$ cat config.mk
export PLATFORM = sky130hd
export DESIGN_NAME = tri_axis_avg
export DESIGN_NICKNAME = d
export VERILOG_FILES = /design/src/rtl/avg_pkg.sv /design/src/rtl/avg_ctrl.sv /design/src/rtl/avg_add_pipe.sv /design/src/rtl/avg_div_const.sv /design/src/rtl/tri_axis_avg.sv
export SDC_FILE = /design/constraint.sdc
export NUM_CORES = 1
export LEC_CHECK = 0
export CELL_PAD_IN_SITES_DETAIL_PLACEMENT = 0
export CELL_PAD_IN_SITES_GLOBAL_PLACEMENT = 1
export CORE_MARGIN = 2
export CORE_UTILIZATION = 50
export DETAILED_ROUTE_END_ITERATION = 10
export PLACE_DENSITY = 0.85
export REMOVE_ABC_BUFFERS = 1
export SKIP_CTS_REPAIR_TIMING = 1
export SYNTH_ARGS = -nofsm -noshare
export SYNTH_HDL_FRONTEND = slang
export SYNTH_SLANG_ARGS = --single-unit
$ cat constraint.sdc
create_clock -name clk_i -period 3.9 [get_ports clk_i]
set_input_delay 0.39 -clock clk_i [delete_from_list [all_inputs] [get_ports clk_i]]
set_output_delay 0.39 -clock clk_i [all_outputs]
set_load 0.01 [all_outputs]
$ cat src/rtl/avg_pkg.sv
package avg_pkg;
  localparam int AVG_TAPS = 3;

  typedef enum logic [2:0] {
    ST_CAP0,
    ST_CAP1,
    ST_CAP2,
    ST_LAUNCH,
    ST_WAIT
  } avg_state_e;
endpackage

$ cat src/rtl/avg_ctrl.sv
module avg_ctrl
  import avg_pkg::*;
#(
  parameter int WAIT_CYC = 22
) (
  input  logic                clk_i,
  input  logic                rst_ni,
  input  logic                valid_i,
  output logic                avail_o,
  output logic [AVG_TAPS-1:0] cap_o,
  output logic                start_o
);
  localparam int CNT_W = $clog2(WAIT_CYC + 1);

  avg_state_e       state_q;
  logic [CNT_W-1:0] cnt_q;
  logic             accept;

  assign avail_o = (state_q == ST_CAP0) || (state_q == ST_CAP1) || (state_q == ST_CAP2);
  assign accept  = valid_i && avail_o;
  assign start_o = (state_q == ST_LAUNCH);

  always_comb begin
    cap_o    = '0;
    cap_o[0] = accept && (state_q == ST_CAP0);
    cap_o[1] = accept && (state_q == ST_CAP1);
    cap_o[2] = accept && (state_q == ST_CAP2);
  end

  always_ff @(posedge clk_i or negedge rst_ni) begin
    if (!rst_ni) begin
      state_q <= ST_CAP0;
      cnt_q   <= '0;
    end else begin
      unique case (state_q)
        ST_CAP0: if (accept) state_q <= ST_CAP1;
        ST_CAP1: if (accept) state_q <= ST_CAP2;
        ST_CAP2: if (accept) state_q <= ST_LAUNCH;
        ST_LAUNCH: begin
          cnt_q   <= CNT_W'(WAIT_CYC);
          state_q <= ST_WAIT;
        end
        ST_WAIT: begin
          // leave on the edge that raises the output valid
          if (cnt_q == '0) state_q <= ST_CAP0;
          else             cnt_q   <= cnt_q - 1'b1;
        end
        default: state_q <= ST_CAP0;
      endcase
    end
  end
endmodule

$ cat src/rtl/avg_add_pipe.sv
module avg_add_pipe #(
  parameter int IN_W  = 16,
  parameter int EXT_W = 20
) (
  input  logic             clk_i,
  input  logic             rst_ni,
  input  logic [IN_W-1:0]  a_i,
  input  logic [IN_W-1:0]  b_i,
  input  logic [IN_W-1:0]  c_i,
  output logic [EXT_W-1:0] sum_o
);
  localparam int PAD_W = EXT_W - IN_W;

  logic signed [EXT_W-1:0] a_x, b_x, c_x;
  logic signed [EXT_W-1:0] pair_q, c_q, sum_q;

  assign a_x = $signed({{PAD_W{a_i[IN_W-1]}}, a_i});
  assign b_x = $signed({{PAD_W{b_i[IN_W-1]}}, b_i});
  assign c_x = $signed({{PAD_W{c_i[IN_W-1]}}, c_i});

  always_ff @(posedge clk_i or negedge rst_ni) begin
    if (!rst_ni) begin
      pair_q <= '0;
      c_q    <= '0;
      sum_q  <= '0;
    end else begin
      pair_q <= a_x + b_x;
      c_q    <= c_x;
      sum_q  <= pair_q + c_q;
    end
  end

  assign sum_o = sum_q;
endmodule

$ cat src/rtl/avg_div_const.sv
module avg_div_const #(
  parameter int W       = 20,
  parameter int OUT_W   = 16,
  parameter int DIVISOR = 3
) (
  input  logic             clk_i,
  input  logic             rst_ni,
  input  logic             start_i,
  input  logic [W-1:0]     dividend_i,
  output logic [OUT_W-1:0] quot_o
);
  localparam int REM_W = $clog2(DIVISOR) + 1;
  localparam int CNT_W = $clog2(W);
  localparam logic signed [W:0] MAXV = (W+1)'((64'sd1 <<< (OUT_W - 1)) - 64'sd1);
  localparam logic signed [W:0] MINV = -MAXV - (W+1)'(1);

  logic [W-1:0]     dvd_q, quo_q, mag;
  logic [REM_W-1:0] rem_q, rem_sh, rem_nx;
  logic [CNT_W-1:0] cnt_q;
  logic             neg_q, busy_q, fin_q, ge;
  logic signed [W:0] sres;

  assign mag    = dividend_i[W-1] ? (~dividend_i + 1'b1) : dividend_i;
  assign rem_sh = {rem_q[REM_W-2:0], dvd_q[W-1]};
  assign ge     = rem_sh >= REM_W'(DIVISOR);
  assign rem_nx = ge ? rem_sh - REM_W'(DIVISOR) : rem_sh;
  assign sres   = neg_q ? -$signed({1'b0, quo_q}) : $signed({1'b0, quo_q});

  always_ff @(posedge clk_i or negedge rst_ni) begin
    if (!rst_ni) begin
      dvd_q  <= '0;
      quo_q  <= '0;
      rem_q  <= '0;
      cnt_q  <= '0;
      neg_q  <= 1'b0;
      busy_q <= 1'b0;
      fin_q  <= 1'b0;
      quot_o <= '0;
    end else begin
      fin_q <= 1'b0;
      if (start_i) begin
        dvd_q  <= mag;
        quo_q  <= '0;
        rem_q  <= '0;
        cnt_q  <= '0;
        neg_q  <= dividend_i[W-1];
        busy_q <= 1'b1;
      end else if (busy_q) begin
        dvd_q <= {dvd_q[W-2:0], 1'b0};
        quo_q <= {quo_q[W-2:0], ge};
        rem_q <= rem_nx;
        cnt_q <= cnt_q + 1'b1;
        if (cnt_q == CNT_W'(W - 1)) begin
          busy_q <= 1'b0;
          fin_q  <= 1'b1;
        end
      end
      if (fin_q) begin
        if (sres > MAXV)      quot_o <= MAXV[OUT_W-1:0];
        else if (sres < MINV) quot_o <= MINV[OUT_W-1:0];
        else                  quot_o <= sres[OUT_W-1:0];
      end
    end
  end
endmodule

$ cat src/rtl/tri_axis_avg.sv
module tri_axis_avg
  import avg_pkg::*;
#(
  parameter int SAMPLE_W = 16,
  parameter int N_AXES   = 3,
  parameter int EXT_W    = 20
) (
  input  logic                       clk_i,
  input  logic                       rst_ni,
  input  logic [SAMPLE_W*N_AXES-1:0] sample_i,
  input  logic                       valid_i,
  output logic                       avail_o,
  output logic [SAMPLE_W*N_AXES-1:0] avg_o,
  output logic                       avg_valid_o
);
  localparam int BUS_W    = SAMPLE_W * N_AXES;
  localparam int ADD_LAT  = 2;
  localparam int DIV_LAT  = EXT_W + 2;
  localparam int WAIT_CYC = ADD_LAT + DIV_LAT - 2;

  logic [AVG_TAPS-1:0] cap;
  logic                start;
  logic [BUS_W-1:0]    hold_q [AVG_TAPS];
  logic [ADD_LAT-1:0]  v_add_q;
  logic [DIV_LAT-1:0]  v_div_q;
  logic [EXT_W-1:0]    sum_w [N_AXES];

  avg_ctrl #(.WAIT_CYC(WAIT_CYC)) u_ctrl (
    .clk_i   (clk_i),
    .rst_ni  (rst_ni),
    .valid_i (valid_i),
    .avail_o (avail_o),
    .cap_o   (cap),
    .start_o (start)
  );

  for (genvar t = 0; t < AVG_TAPS; t++) begin : g_hold
    always_ff @(posedge clk_i or negedge rst_ni) begin
      if (!rst_ni)     hold_q[t] <= '0;
      else if (cap[t]) hold_q[t] <= sample_i;
    end
  end

  // valid travels beside the data through adder and divider
  always_ff @(posedge clk_i or negedge rst_ni) begin
    if (!rst_ni) begin
      v_add_q <= '0;
      v_div_q <= '0;
    end else begin
      v_add_q <= {v_add_q[ADD_LAT-2:0], start};
      v_div_q <= {v_div_q[DIV_LAT-2:0], v_add_q[ADD_LAT-1]};
    end
  end

  for (genvar a = 0; a < N_AXES; a++) begin : g_axis
    avg_add_pipe #(.IN_W(SAMPLE_W), .EXT_W(EXT_W)) u_add (
      .clk_i  (clk_i),
      .rst_ni (rst_ni),
      .a_i    (hold_q[0][a*SAMPLE_W +: SAMPLE_W]),
      .b_i    (hold_q[1][a*SAMPLE_W +: SAMPLE_W]),
      .c_i    (hold_q[2][a*SAMPLE_W +: SAMPLE_W]),
      .sum_o  (sum_w[a])
    );

    avg_div_const #(.W(EXT_W), .OUT_W(SAMPLE_W), .DIVISOR(AVG_TAPS)) u_div (
      .clk_i      (clk_i),
      .rst_ni     (rst_ni),
      .start_i    (v_add_q[ADD_LAT-1]),
      .dividend_i (sum_w[a]),
      .quot_o     (avg_o[a*SAMPLE_W +: SAMPLE_W])
    );
  end

  assign avg_valid_o = v_div_q[DIV_LAT-1];
endmodule

* Word-level counts from Yosys, hierarchy flattened *
Index checks and enable logic that the tools add are counted.

cells by class
  add/sub/neg operators = 19
  magnitude comparators = 9
  eq/ne operators = 12
  multiplexer cells = 64
  bitwise logic cells = 3
  reduce and logical (&&, ||, !) cells = 14

operators with widths
  kind                     count
  $mux W20                 15
  $mux W16                 6
  $gt A21 B16 Y1 const B   3
  $lt A21 B16 Y1 const B   3
  $mux W21                 3
  $neg A20 Y21             3
  $add A20 B1 Y20 const B  3
  $add A20 B16 Y20         3
  $not A20 Y20             3
  $add A16 B16 Y17         3
  $mux W5                  7
  $mux W1                  18
  $mux W2                  9
  $add A5 B1 Y5 const B    3
  $eq A5 B5 Y1 const B     3
  $pmux W3 S5              1
  $mux W3                  4
  $pmux W5 S2              1
  $ge A3 B2 Y1 const B     3
  $ne A2 B1 Y1 const B     4
  $reduce_bool A2 Y1       4
  $eq A3 B2 Y1 const B     2
  $sub A2 B2 Y2 const B    3
  $logic_not A5 Y1         1
  other kinds (9)          13

storage, ports and cells
  register bits after elaboration = 542
  output and inout port bits = 50
  word-level logic and storage cells = 161

* Longest topological paths before layout *
  depth after elaboration = 6
  depth in mapped cells = 11
  depth with buffers taken out = 11

* Cells and area by module *
Synthesis repeated with hierarchy kept, for this count alone.

second synthesis, totals
  cell total of the unflattened synthesis = 2325
  area total of the unflattened synthesis = 26331.5 um2

modules (own cells, without submodules)
  module                              instances  cells each  area each (um2)
  avg_div_const                       3          386         3697.3
  tri_axis_avg                        1          327         6182.2
  avg_add_pipe (g_axis[0].u_add ...)  2          265         2842.7
  avg_add_pipe (g_axis[2].u_add)      1          266         2906.5
  avg_ctrl                            1          44          465.4

* Least setup slack after synthesis *
Ideal clock, no wire load.

  path kind = reg-to-reg
  from = reg g_axis[0].u_div.quo_q[8]
  to = reg g_axis[0].u_div.quot_o[14]
  arrival time = 2.691 ns
  setup slack = 1.083 ns
  stages on the path, launching flop included = 10
  buffers on the path = 1
  path through = dfrtp_1 or4_4 or4b_4 nor2_2 mux2_2 o221ai_1 o31a_1 o21a_4 buf_6 o22ai_2

between the ends
  longest elaborated chain between the ends = 5
  elaborated cells between the ends (all ways) = 6
  classes of those cells = add/sub: 1; order compare: 2; mux: 3

RTL lines
  element                   line                 text
  start: declaration        avg_div_const.sv:17  logic [W-1:0] dvd_q, quo_q, mag;
  start signal: assignment  avg_div_const.sv:50  quo_q <= {quo_q[W-2:0], ge};
  $neg A20 Y21              avg_div_const.sv:27  assign sres = neg_q ? -$signed({1'b0, quo_q}) : $signed({1'b0, quo_q});
  $mux W21 (*)              avg_div_const.sv:27
  $lt A21 B16 Y1            avg_div_const.sv:60  else if (sres < MINV) quot_o <= MINV[OUT_W-1:0];
  $mux W16                  avg_div_const.sv:60
  $mux W16 (*)              avg_div_const.sv:59  if (sres > MAXV) quot_o <= MAXV[OUT_W-1:0];
  end signal: assignment    avg_div_const.sv:59
  end signal: assignment    avg_div_const.sv:60
  end signal: assignment    avg_div_const.sv:61  else quot_o <= sres[OUT_W-1:0];
  end: declaration          avg_div_const.sv:10  output logic [OUT_W-1:0] quot_o

Mark *: on every way between the ends. The rest lies on a longest branch, timed or not.
A chain may end at the register's enable or synchronous reset.

* Worst setup path after layout *
  from = reg g_axis[2].u_div.quo_q[0]
  to = reg g_axis[2].u_div.quot_o[3]

between the ends
  longest elaborated chain between the ends = 5
  elaborated cells between the ends (all ways) = 6
  classes of those cells = add/sub: 1; order compare: 2; mux: 3

RTL lines
  element                   line
  start: declaration        avg_div_const.sv:17
  start signal: assignment  avg_div_const.sv:50
  $neg A20 Y21              avg_div_const.sv:27
  $mux W21 (*)              avg_div_const.sv:27
  $lt A21 B16 Y1            avg_div_const.sv:60
  $mux W16                  avg_div_const.sv:60
  $mux W16 (*)              avg_div_const.sv:59
  end signal: assignment    avg_div_const.sv:59
  end signal: assignment    avg_div_const.sv:60
  end signal: assignment    avg_div_const.sv:61
  end: declaration          avg_div_const.sv:10

Marked as above.

==> results.md <==
* Most common cell in the synthesized netlist: dfrtp_1
* Post-synthesis instance total at approximately 2300
* Yosys warns at 0
* Placer congestion estimate at 0.851
* Die H at about 230 microns
* Post-Layout Cell Count at ~3100
* Largest net degree at the start of global routing at 133
* Commonest cells in the netlist: 533 x dfrtp_1, 171 x nor2_1, 159 x nand2_1, 143 x mux2_2, 124 x o21ai_0
* RSZ-0062 raised after global routing: false
* Clk slew on worst S/H paths at 0.06 ns
* DRT met1 WL at roughly 22000 microns
* R2r endpoint: g_axis[2].u_div.quot_o[3]
* R2r setup slk at approximately 0.78 ns
* Final slew viol count at 0
* Area after DPL at between 20000 and 30000 sq um
* Hold Vio Cnt, Final at 0
* Post-Route WL at roughly 47000 microns
* Routed WL per cell at 15.4 microns
* Maximum clock path buffer count at 3
* Routed Antenna Nets at 0
* Initial core utilization at 0.508
* Top_reg_cell synth: dfrtp_1
* Final Power at roughly 29 mW
* R2R depth at 10
* Synth cell types at 87
* Status: finished, final reports clean
* TritonCTS clock tree: yes
* Place WS at approximately 0.76 ns
* Rel. slew slack at 0.346
* CTS Sinks at about 530
* WP data arrival at approximately 3.6 ns
* Syn Std Cell Area at 25600 sq um
* Biggest area consumer among synthesized cells: dfrtp_1
* Critical path class: reg -> reg
* Post-synth EDFFs at 0
* Leakage power at approximately 13 nW
* Setup-failing EPs final at 0
* Worst hold margin at just over 0.3 ns
* Vias per std cell at approximately 5.4
* Worst skew pair latency at 0.61 ns
* Startpoint types: register
* H-tree level count at 2
* Vias in the first global route at 17000
* Minimum clock period at ~3.1 ns
* Iteration-0 DRC Markers at 1060
* Asr flop ratio synth at 1.00
* Least-Margin Pin Slew at 0.980 ns
* Max-cap viol count at 0
* Max Freq at around 320 MHz
* Die area at 53000 sq um
* Post-route cell area at between 20000 and 30000 sq um
* Worst hold path class: in -> async
* Setup crit end kind: register
* IO buf count at 100
* Share of the synthesized area in the top cell type at 0.521
* Post-Syn Area per Cell at 11.3 sq um
* Routed length on met2 at 22800 microns
* All-Layer GR Usage at 0.184
* Root Buffer: clkbuf_16
* Ports at 101
* Yosys reg bits at between 500 and 600
* Rows at approximately 80
* Via count at 16600
* PD cells at around 1000 nW/um^2
* Synth area leaders: dfrtp_1 52%, mux2_2 6.3%, ha_1 5.5%, mux2i_1 4.8%, xnor2_1 4.2%
* Worst-path fanout max at 11
* Post-Place Cells at 2958
* CP required at between 4 and 5 ns
* Core Area at around 50000 sq um
* Final WS setup at ~0.78 ns
* Layout Skew at roughly 0.022 ns
* Top routing layer used: met4
* DP HPWL at around 32000 microns
* Drt first pass iters at 5
* Fin crit share at 0.801
* R2r startpoint: g_axis[2].u_div.quo_q[0]
* First-pass GRT wire length at around 82000 microns
* VDD IR max at 559 uV
* ANT cells at 0
* WL met3 at about 1500 microns
* Detailed-route DRC error count at 0
* Layout area overhead at 14.1%
* Layout cell share with drive strength beyond 1 at 0.125
* Cts bufs inserted at between 50 and 60
* Die Width at about 230 microns
* Seq/Total Area, Yosys at 0.521
* Initial antenna violation count at 0
* Nets at 2515
* FILL cells at roughly 4100
* GRT overflow at 0
report_power, final:
group	total [mW]	switching [mW]	internal (mW)	leakage (nW)
logic	12.6	6.36	6.22	5.78
clock network	5.48	2.16	3.32	0.940
registers	10.5	2.22	8.29	6.53
sequential cells by signal, summed over array words and instances, names as in the netlist, 5 cells and up:
signal	flops
g_axis.u_div.quo_q	60
g_axis.u_div.cnt_q	15
g_axis.u_add.pair_q	51
g_axis.u_div.rem_q	6
g_axis.u_div.quot_o	48
hold_q	144
g_axis.u_add.c_q	48
u_ctrl.cnt_q	5
g_axis.u_add.sum_o	60
v_div_q	22
g_axis.u_div.dvd_q	60
per-layer routing:
layer / vias to the layer above / GRT usage
li1: 8186 / -
met3: 94 / 0.0304
met1: 8084 / 0.248
met5: - / 0
met4: 0 / 0.0526
met2: 246 / 0.309
placed cells by master, fill, tap and decap left out, types with 8 or more instances in the layout:
cell type / instances
dfrtp_1: 529
nor2_1: 171
nand2_1: 159
mux2_2: 143
o21ai_0: 124
mux2i_1: 123
xnor2_1: 122
ha_1: 113
clkdlybuf4s50_1: 99
inv_1: 83
a21oi_1: 72
xor2_1: 61
clkbuf_16: 58
nor3_1: 52
o31ai_1: 42
nand3_1: 27
nor2b_1: 25
nand2b_1: 23
o41ai_1: 20
a211oi_1: 20
a31oi_1: 17
a21o_1: 16
o21a_1: 14
clkbuf_1: 13
nand4_1: 12
o221ai_1: 12
buf_4: 12
or3_1: 11
o211ai_1: 11
nand3b_1: 11
nor4_1: 11
o22ai_2: 11
or4_1: 10
clkinv_2: 10
and2_1: 9
o22ai_1: 9
or2_2: 8
logic make-up after synthesis:
logic type,Yosys count,share of synthesized area
adders and majority gates,119,0.0599
and+or+nand+nor,563,0.106
muxes,266,0.111
buffers and inverters,180,0.0276
AOI/OAI and AO/OA,422,0.112
xor gates and xnor gates,183,0.0626
DFF,533,0.521
final cells by class:
| cell class | count | area (sq um) | share of cell area |
|---|---|---|---|
| sequential | 533 | 13300 | 0.457 |
| multi-input combinational | 1553 | 11600 | 0.397 |
| clock buffer | 78 | 1600 | 0.0547 |
| timing repair buffer | 117 | 1190 | 0.0406 |
| tap | 672 | 841 | 0.0288 |
| clock inverter | 24 | 328 | 0.0112 |
| inverter | 84 | 315 | 0.0108 |
per-stage QoR:
step / utilization / setup TNS (ns)
finish: 0.580 / 0
CTS: 0.579 / 0
floorplan: - / -308.81
global route: 0.580 / 0
detailed placement: 0.541 / 0
global placement: 0.541 / 0
worst max-delay path: stages (launching register included):
cell	delay [ns]
dfrtp_1	0.43
inv_1	0.10
ha_1	0.18
nor3b_1	0.35
nand3_1	0.26
or4_1	0.56
o41ai_2	0.44
a41oi_1	0.11
nor2b_2	0.25
inv_2	0.14
o221ai_1	0.21
worst max path at each step:
stage                                    startpoint  cells after the start                   endpoint
final                      g_axis[2].u_div.quo_q[0]                     10  g_axis[2].u_div.quot_o[3]
after global routing       g_axis[1].u_div.quo_q[8]                      6  g_axis[1].u_div.quot_o[2]
after CTS                  g_axis[1].u_div.quo_q[8]                      6  g_axis[1].u_div.quot_o[2]
after detailed placement   g_axis[1].u_div.quo_q[8]                      6  g_axis[1].u_div.quot_o[2]
after global placement    g_axis[1].u_div.quo_q[12]                      8  g_axis[1].u_div.quot_o[6]
after floorplan                   u_ctrl.state_q[0]                      2                hold_q[100]
Power figures use the tool's default switching activity.
